==> config.mk <==
export PLATFORM = sky130hd
export DESIGN_NAME = gpio_mask_port
export DESIGN_NICKNAME = d
export VERILOG_FILES = /design/src/rtl/gpio_mask_pkg.sv /design/src/rtl/gpio_in_sync.sv /design/src/rtl/gpio_addr_decode.sv /design/src/rtl/gpio_port_regs.sv /design/src/rtl/gpio_mask_port.sv
export SDC_FILE = /design/constraint.sdc
export NUM_CORES = 1
export LEC_CHECK = 0
export ABC_AREA = 1
export BUFFER_PORTS_ARGS = -buffer_cell sky130_fd_sc_hd__buf_2
export CORE_ASPECT_RATIO = 1.2
export CORE_UTILIZATION = 45
export CTS_BUF_LIST = sky130_fd_sc_hd__clkbuf_8
export CTS_CLUSTER_DIAMETER = 100
export DETAILED_ROUTE_END_ITERATION = 16
export HOLD_SLACK_MARGIN = 0.02
export PLACE_DENSITY = 0.76
export SETUP_SLACK_MARGIN = 0.15
export SYNTH_ARGS = -nofsm -noshare
export SYNTH_HDL_FRONTEND = slang
export SYNTH_SLANG_ARGS = --single-unit
==> constraint.sdc <==
create_clock -name clk -period 1.3 [get_ports clk]
set_input_delay 0.26 -clock clk [delete_from_list [all_inputs] [get_ports clk]]
set_output_delay 0.26 -clock clk [all_outputs]
set_load 0.01 [all_outputs]
==> src/rtl/gpio_mask_pkg.sv <==
package gpio_mask_pkg;
  // First address bit used as a pin mask; the word offset is the low two bits.
  localparam int unsigned MASK_LSB = 2;

  typedef enum logic [1:0] {
    SEL_DATA = 2'd0,
    SEL_DIR  = 2'd1,
    SEL_NONE = 2'd2
  } port_sel_e;
endpackage

==> src/rtl/gpio_in_sync.sv <==
module gpio_in_sync #(
  parameter int unsigned W = 8
) (
  input  logic         clk,
  input  logic         rst_n,
  input  logic [W-1:0] d,
  output logic [W-1:0] q
);
  logic [W-1:0] stage1_q;
  logic [W-1:0] stage2_q;

  always_ff @(posedge clk or negedge rst_n) begin
    if (!rst_n) begin
      stage1_q <= '0;
      stage2_q <= '0;
    end else begin
      stage1_q <= d;
      stage2_q <= stage1_q;
    end
  end

  assign q = stage2_q;
endmodule

==> src/rtl/gpio_addr_decode.sv <==
module gpio_addr_decode
  import gpio_mask_pkg::*;
#(
  parameter int unsigned ADDR_W = 12,
  parameter int unsigned PINS   = 8
) (
  input  logic [ADDR_W-1:0] addr,
  output port_sel_e         sel,
  output logic [PINS-1:0]   mask
);
  localparam int unsigned REGION_LSB = MASK_LSB + PINS;
  localparam int unsigned REGION_W   = ADDR_W - REGION_LSB;

  logic [REGION_W-1:0] region;
  logic [PINS-1:0]     mid;

  assign region = addr[ADDR_W-1:REGION_LSB];
  assign mid    = addr[REGION_LSB-1:MASK_LSB];
  assign mask   = mid;

  always_comb begin
    if (region == '0) begin
      sel = SEL_DATA;
    end else if (region == REGION_W'(1) && mid == '0) begin
      sel = SEL_DIR;
    end else begin
      sel = SEL_NONE;
    end
  end
endmodule

==> src/rtl/gpio_port_regs.sv <==
module gpio_port_regs
  import gpio_mask_pkg::*;
#(
  parameter int unsigned PINS = 8
) (
  input  logic            clk,
  input  logic            rst_n,
  input  logic            wr,
  input  port_sel_e       sel,
  input  logic [PINS-1:0] mask,
  input  logic [PINS-1:0] wdata,
  output logic [PINS-1:0] dir_q,
  output logic [PINS-1:0] out_q
);
  logic            dir_en;
  logic            out_en;
  logic [PINS-1:0] dir_d;
  logic [PINS-1:0] out_d;

  // Next-state: masked merge for data, plain load for direction.
  always_comb begin
    dir_en = wr && (sel == SEL_DIR);
    out_en = wr && (sel == SEL_DATA);
    dir_d  = wdata;
    out_d  = (out_q & ~mask) | (wdata & mask);
  end

  always_ff @(posedge clk or negedge rst_n) begin
    if (!rst_n) begin
      dir_q <= '0;
      out_q <= '0;
    end else begin
      if (dir_en) dir_q <= dir_d;
      if (out_en) out_q <= out_d;
    end
  end
endmodule

==> src/rtl/gpio_mask_port.sv <==
module gpio_mask_port
  import gpio_mask_pkg::*;
#(
  parameter int unsigned ADDR_W = 12,
  parameter int unsigned PINS   = 8
) (
  input  logic              clk,
  input  logic              arst_n,
  input  logic [ADDR_W-1:0] bus_addr,
  input  logic              bus_wr,
  input  logic              bus_rd,
  input  logic [PINS-1:0]   bus_wdata,
  output logic [PINS-1:0]   bus_rdata,
  input  logic [PINS-1:0]   pad_in,
  output logic [PINS-1:0]   pad_out,
  output logic [PINS-1:0]   pad_oe
);
  logic            rst_n;
  port_sel_e       sel;
  logic [PINS-1:0] mask;
  logic [PINS-1:0] dir_q;
  logic [PINS-1:0] out_q;
  logic [PINS-1:0] in_sync;
  logic [PINS-1:0] level;
  logic [PINS-1:0] rdata_d;
  logic [PINS-1:0] rdata_q;

  // Reset release synchronizer: asserts at once, lets go on a clock edge.
  gpio_in_sync #(.W(1)) u_rst_sync (
    .clk   (clk),
    .rst_n (arst_n),
    .d     (1'b1),
    .q     (rst_n)
  );

  gpio_in_sync #(.W(PINS)) u_in_sync (
    .clk   (clk),
    .rst_n (rst_n),
    .d     (pad_in),
    .q     (in_sync)
  );

  gpio_addr_decode #(.ADDR_W(ADDR_W), .PINS(PINS)) u_dec (
    .addr (bus_addr),
    .sel  (sel),
    .mask (mask)
  );

  gpio_port_regs #(.PINS(PINS)) u_regs (
    .clk   (clk),
    .rst_n (rst_n),
    .wr    (bus_wr),
    .sel   (sel),
    .mask  (mask),
    .wdata (bus_wdata),
    .dir_q (dir_q),
    .out_q (out_q)
  );

  assign level = (dir_q & out_q) | (~dir_q & in_sync);

  always_comb begin
    case (sel)
      SEL_DATA: rdata_d = level & mask;
      SEL_DIR:  rdata_d = dir_q;
      default:  rdata_d = '0;
    endcase
  end

  always_ff @(posedge clk or negedge rst_n) begin
    if (!rst_n) begin
      rdata_q <= '0;
    end else if (bus_rd) begin
      rdata_q <= rdata_d;
    end
  end

  assign bus_rdata = rdata_q;
  assign pad_out   = out_q;
  assign pad_oe    = dir_q;
endmodule

# Word-level counts from Yosys, hierarchy flattened

Cells that the tools add are included.

Equality and inequality tests: 2
Multiplexer cells: 3
Bitwise operators: 9
Reduce and logical (&&, ||, !) cells: 6

Operators with widths:

| cell                                          | number |
|---|---|
| AND 8 bit                                     | 5 |
| NOT 8 bit                                     | 2 |
| OR 8 bit                                      | 2 |
| one-hot mux 8 bit (2 select lines)            | 1 |
| zero test 8 bit                               | 1 |
| == test 2 x 1 -> 1 bit, second input constant | 2 |
| zero test 2 bit                               | 2 |
| two-way mux 2 bit                             | 2 |
| logical AND 1 bit                             | 3 |

Flip-flop bits (word level): 42
Input port bits: 32
Output and inout bits: 24

# Depth between registers and ports, before layout

Gate-level depths: netlist (run 1).

Depth in word-level cells: 6
Mapped depth: 6

# By module

From an unflattened synthesis (run 1), not the netlist that was laid out.

Cells, all modules: 234
Area, all modules: 1979.4 sq um

By module, submodules not included:

| module                    | instances | cells an instance | area an instance (sq um) | sequential area each (sq um) |
|---|---|---|---|---|
| gpio_port_regs            | 1         | 79                | 754.5                    | 400.4 |
| gpio_mask_port            | 1         | 118               | 651.9                    | 200.2 |
| gpio_in_sync (u_in_sync)  | 1         | 16                | 400.4                    | 400.4 |
| gpio_addr_decode          | 1         | 19                | 122.6                    | 0.0 |
| gpio_in_sync (u_rst_sync) | 1         | 2                 | 50.0                     | 50.0 |

# Worst setup path before layout (run 1)

Ideal clock, no wire load.

Path kind: input-to-reg
Start point: in bus_addr[8]
End point: reg u_regs.dir_q[0]
Setup time: 0.118 ns
Arrival time: 0.922 ns
Required time: 1.182 ns
Path slack: 0.261 ns
Stages on the path: 6
Buffers on the path: 1
Cells stage by stage: nor2_1 -> and2_1 -> buf_2 -> nand3_1 -> nand2_1 -> nand2_1

Word-level cells in the longest chain between the ends: 6

Ends and longest elaborated chain:

| what                   | RTL line               | RTL |
|---|---|---|
| start, declared        | gpio_mask_port.sv:9    | `input logic [ADDR_W-1:0] bus_addr,` |
| zero test 8 bit        | gpio_addr_decode.sv:24 | `end else if (region == REGION_W'(1) && mid == '0) begin` |
| logical AND 1 bit      | gpio_addr_decode.sv:24 |  |
| two-way mux 2 bit      | gpio_addr_decode.sv:24 |  |
| two-way mux 2 bit      | gpio_addr_decode.sv:22 | `if (region == '0) begin` |
| == test 2 x 1 -> 1 bit | gpio_port_regs.sv:22   | `dir_en = wr && (sel == SEL_DIR);` |
| logical AND 1 bit      | gpio_port_regs.sv:22   |  |
| end signal, assigned   | gpio_port_regs.sv:33   | `if (dir_en) dir_q <= dir_d;` |
| end, declared          | gpio_port_regs.sv:12   | `output logic [PINS-1:0] dir_q,` |

No other way between the ends.
A chain may end at the register's enable or synchronous reset.

# Worst setup path in the final report (run 1)

Start point: reg u_regs.dir_q[6]
End point: out pad_oe[6]

RTL lines:

| what          | RTL line             | RTL |
|---|---|---|
| end, declared | gpio_mask_port.sv:16 | `output logic [PINS-1:0] pad_oe` |

No word-level cell between the ends.

==> impl_metrics.tcl, run 1 <==
set metrics [dict create \
    power.density_mw_per_mm2 1160 \
    dp_slack_ns -0.0263 \
    slowest_stage "dfrtp_1" \
    track_usage_pct 21.1 \
    viasPerCell 4.73 \
    ir_drop_mv 0.806 \
    fin_cells 334 \
    startpoint_type "flop" \
    cts_max_level 2 \
    fillers 355 \
    finalHoldViolCount 0 \
    clock-sinks 42 \
    fin_crit_sh_pct 87.1 \
    grt_setup_unrepaired "true" \
    path_cells "buf_2" \
    antenna_left 0 \
    area_delta_synth_final_pct 31.7 \
    drv_cap 0 \
    via_count 1579 \
    dp_hpwl_mm 2.75 \
    rows 24 \
    ys_seq_elements 42 \
    final_layout_size_suffix_gt1_share_pct 30.1 \
    cts_buffers 5 \
    status "complete, no violations" \
    first_pass_iters 5 \
    cts.path.max_buffers 2 \
    drt_iter0_drc 64 \
    nNetsFinal 313 \
    tritoncts "done" \
    port-buffer-count 53 \
    design_area_mm2 0.00231 \
    synth_cell_types 15 \
    synth_warnings 0 \
    gr-total-overflow 0 \
    regArea_mm2 0.00105 \
    cp.depth 1 \
    grt_pass1_vias 1548 \
    worst_slack_ns 0.168 \
    cp_max_fo 5 \
    path_clk_slew_ns 0.08 \
    drt-total-wl_mm 3.80 \
    layout_commonest_cell "nand2_1" \
    cp.required_ns 1.04 \
    syn_area_mm2 0.00175 \
    die_w_um 59.0 \
    finish.utilization_pct 62.5 \
    critPathBufInv 1 \
    antenna_found_initial 0 \
    dieArea_mm2 0.00415 \
    die_h_um 70.4 \
    reg2reg_depth 6 \
    placed_cell_area_mm2 0.00214 \
    n_antenna_cell 0 \
    hold_depth 1 \
    max_stage_delay_ns 0.43 \
    ctsRootBufferMaster "clkbuf_8" \
    setup_violations 0 \
    syn_avg_cell_area_um2 8.56 \
    path_delay_family "flip-flops" \
    insertion_delay_ns 0.29 \
    crit_type "flop to primary output" \
    synth-seq-area-share_pct 59.9 \
    post-synth-top-area-cell "dfrtp_1" \
    coreArea_mm2 0.00369 \
    slew_violations 0 \
    hold_slack_ns 0.0675 \
    wl_per_cell_um 11.4 \
    end_kind "primary output" \
    hold_class "input port to flop" \
    layout_min_cycle_time_ns 1.13 \
    route.detailed.drc 0 \
    grt_max_degree 21 \
    mostFrequentLayoutCells "nand2_1 (57), buf_2 (53), dfrtp_1 (41), nor2_1 (37), inv_1 (26)" \
    cp.arrival_ns 0.87 \
    syn_nets 237 \
    dp.cells 316 \
    initial_core_util_pct 47.5 \
    fmaxAchievable_mhz 883 \
    leakagePower_uw 0.00125 \
    boundaryPins 56 \
    multiInputGateArea_um2 574 \
    place.gp.congestion 0.789 \
    synth_top_area_share_pct 59.9 \
    synth_area_leaders "dfrtp_1 (60%), nand2_1 (12%), nor2_1 (7.9%)" \
    grt_pass1_wl_mm 6.55 \
    syn_inst 205 \
    worst_clock_skew_ns 0.00836 \
]
[repair_timing]
action | in CTS | in global routing
pin swaps | 0 | 0
buffers inserted | 2 | 7
endpoints found under the setup margin | 2 | 6
hold buffers | 1 | 0
hold endpoints to repair | 2 | 0
gates cloned | 0 | 0
resized for setup | 0 | 0
[where the power goes]
part	leakage, uW	internal, uW	switching, uW	total [uW]
sequential	0.000504	1400	42.2	1450
clock	0.0000472	427	433	860
combinational	0.000700	156	215	370
total	0.00125	1990	690	2680
[Yosys cell counts (all sizes together)]
| library cell | number |
|---|---|
| inv | 26 |
| and2 | 1 |
| nor3b | 1 |
| nand4 | 8 |
| nand3 | 9 |
| conb | 1 |
| nand2 | 58 |
| nor2 | 38 |
| dfrtp | 42 |
| clkbuf | 1 |
| buf | 4 |
| a21oi | 16 |
[path summary, 6_finish.rpt]
kind	start	to	slack (ns)
worst min-delay path	pad_in[2]	u_in_sync.stage1_q[2]$_DFF_PN0_	0.07
min in group asynchronous	u_rst_sync.q$_DFF_PN0_	bus_rdata[7]$_DFFE_PN0P_	0.23
worst max register to register	u_regs.dir_q[4]$_DFFE_PN0P_	bus_rdata[4]$_DFFE_PN0P_	0.30
worst max-delay path	u_regs.dir_q[6]$_DFFE_PN0P_	pad_oe[6]	0.17
max in group asynchronous	u_rst_sync.q$_DFF_PN0_	u_in_sync.stage1_q[1]$_DFF_PN0_	0.86
worst min register to register	u_rst_sync.q$_DFF_PN0_	bus_rdata[7]$_DFFE_PN0P_	0.23
[layout make-up]
type / count / share of cell area [%]
Sequential cell: 42 / 45.6
Clock inverter: 2 / 0.542
Clock buffer: 6 / 3.58
Tap cell: 52 / 2.82
Multi-Input combinational cell: 132 / 24.9
Timing Repair Buffer: 74 / 18.4
Inverter: 26 / 4.23
[metrics by stage]
stage,total power (uW),TNS [ns]
finish,2680,0
detailed placement,1840,-0.115
global placement,1830,0
floorplan,1650,0
CTS,2720,0
global route,2820,0
[kinds of logic (layout without fill, tap and decap cells)]
family                 after synthesis  in the layout  synth area share, %
and+or+nand+nor                    115            115                 28.0
DFF                                 42             42                 59.9
buffers and inverters               31            108                 7.35
AOI/OAI and AO/OA                   16             16                 4.57
other                                1              1                0.214
[per-layer routing]
layer	up-vias	global-route usage (%)	share of wire, %
met3	2	4.81	5.9
met2	51	33.0	49
met4	0	10.3	0.66
met1	746	27.1	44
li1	780	-	-
met5	-	0	0
Note: power is estimated with default switching activity, not from simulation.
==> run 2: changes to the inputs <==
GPL_TIMING_DRIVEN = 1   (was unset)
PLACE_DENSITY = 0.75   (was 0.76)
==> run 2 against run 1 <==
Effect of this change:
- die area did not move
- fmax fell by 0.84%
- core utilization rose by 0.44 points
- largest cell class unchanged
- largest power group unchanged
==> impl_metrics.tcl, run 2 (synthesized netlist as in run 1, its figures left out) <==
set metrics [dict create \
    hold_depth 1 \
    dp_hpwl_mm 2.73 \
    track_usage_pct 21.1 \
    tritoncts "done" \
    drv_cap 0 \
    antenna_found_initial 0 \
    rows 24 \
    cp.required_ns 1.04 \
    port-buffer-count 53 \
    fmaxAchievable_mhz 876 \
    path_delay_family "flip-flops" \
    die_h_um 70.4 \
    dp_slack_ns 0.00274 \
    drt_iter0_drc 65 \
    startpoint_type "flop" \
    first_pass_iters 4 \
    reg2reg_depth 6 \
    cts_buffers 5 \
    grt_max_degree 21 \
    finalPower_uw 2780 \
    die_w_um 59.0 \
    r2r_end "bus_rdata[5]$_DFFE_PN0P_" \
    grt_pass1_vias 1527 \
    viasPerCell 4.55 \
    place.gp.congestion 0.777 \
    rrSetupSlack_ns 0.25 \
    grt_setup_unrepaired "true" \
    final_layout_size_suffix_gt1_share_pct 30.5 \
    cts_max_level 2 \
    pwr-share-clk_pct 34.7 \
    path_clk_slew_ns 0.08 \
    drt-total-wl_mm 3.78 \
    crit_type "flop to primary output" \
    end_kind "primary output" \
    layout_min_cycle_time_ns 1.14 \
    route.detailed.drc 0 \
    insertion_delay_ns 0.29 \
    clock-sinks 42 \
    ctsRootBufferMaster "clkbuf_8" \
    ir_drop_mv 0.785 \
    power.density_mw_per_mm2 1200 \
    tns_ns 0 \
    n_antenna_cell 0 \
    fillers 339 \
    cp.arrival_ns 0.88 \
    antenna_left 0 \
    status "complete, no violations" \
    hold_class "input port to flop" \
    initial_core_util_pct 47.5 \
    cts.path.max_buffers 2 \
    worst_slack_ns 0.159 \
    power.share.sequential_pct 52.1 \
    setup_violations 0 \
    area_delta_synth_final_pct 32.6 \
    via_count 1520 \
    path_cells "buf_2" \
    leakagePower_uw 0.00126 \
    wl_per_cell_um 11.3 \
    boundaryPins 56 \
    sw_frac_of_total_pct 24.6 \
    mostFrequentLayoutCells "nand2_1 (57), buf_2 (53), dfrtp_1 (40), nor2_1 (37), inv_1 (26)" \
    nNetsFinal 313 \
    cp_max_fo 5 \
    reg2reg_from "u_regs.dir_q[5]$_DFFE_PN0P_" \
    critPathBufInv 1 \
    worst_clock_skew_ns 0.00639 \
    max_stage_delay_ns 0.43 \
    p_int_uw 2100 \
    dieArea_mm2 0.00415 \
    power_switching_uw 684 \
    p_comb_share_pct 13.3 \
    startpoint "u_regs.dir_q[5]$_DFFE_PN0P_" \
    fin_crit_sh_pct 87.8 \
    layout_commonest_cell "nand2_1" \
    coreArea_mm2 0.00369 \
    slew_violations 0 \
    finalHoldViolCount 0 \
    slowest_stage "dfrtp_1" \
    gr-total-overflow 0 \
    grt_pass1_wl_mm 6.40 \
    hp-start "pad_in[4]" \
    worst_hold_path.endpoint "u_in_sync.stage1_q[4]$_DFF_PN0_" \
]
## run 2: cell count changes in the layout (fill, tap and decap cells not counted), sizes merged
cell	previous run	this run
clkinvlp	1	0
clkinv	1	0
clkbuf	6	8
## run 2: metal layers
metal  global-route usage, %  share of wire [%]  up-vias
met5                       0                  0        -
met4                    10.8                2.8        0
met3                    6.30                4.9       11
met2                    33.2                 48       43
met1                    25.7                 44      688
li1                        -                  -      778
## run 2: per-stage QoR
step / cells / area, um2 / utilization (%) / hold WS (ns)
floorplan: 205 / 1760 / - / -0.0356
global placement: 316 / 2140 / 57.9 / 0.0446
detailed placement: 316 / 2140 / 57.9 / 0.0462
CTS: 325 / 2260 / 61.1 / 0.0604
global route: 334 / 2330 / 63.0 / 0.0485
finish: 334 / 2330 / 63.0 / 0.0649
## run 2: cell type report
class / count / area (um2) / share of cell area (%)
timing repair buffer: 74 / 425 / 18.3
sequential: 42 / 1050 / 45.3
multi-input combinational: 132 / 574 / 24.7
tap: 52 / 65.1 / 2.80
inverter: 26 / 97.6 / 4.20
clock buffer: 8 / 110 / 4.73
## run 2: how the worst max path moves through the flow
| stage | cells after the start | slack [ns] | endpoint |
|---|---|---|---|
| 2_1_floorplan | 6 | 0.26 | u_regs.dir_q[0]$_DFFE_PN0P_ |
| 3_5_place_dp | 7 | 0.003 | u_regs.dir_q[0]$_DFFE_PN0P_ |
| 3_3_place_gp | 7 | 0.02 | u_regs.dir_q[3]$_DFFE_PN0P_ |
| 5_1_grt | 1 | 0.12 | pad_oe[4] |
| 6_report | 1 | 0.16 | pad_oe[5] |
| 4_1_cts | 1 | 0.15 | pad_oe[3] |
## run 2: timing repair
action	CTS	global route
setup buffers	0	9
hold endpoints to repair	2	0
endpoints found under the setup margin	0	8
gates resized for setup	0	1
hold buffers	1	0
## run 2: power by group through the flow
stage                     Clock [uW]  Sequential (uW)  Combinational [uW]
after floorplan                    0             1520                 131
after global placement             0             1470                 357
after detailed placement           0             1470                 362
after CTS                        990             1450                 368
after global routing            1050             1460                 417
final                            964             1450                 368
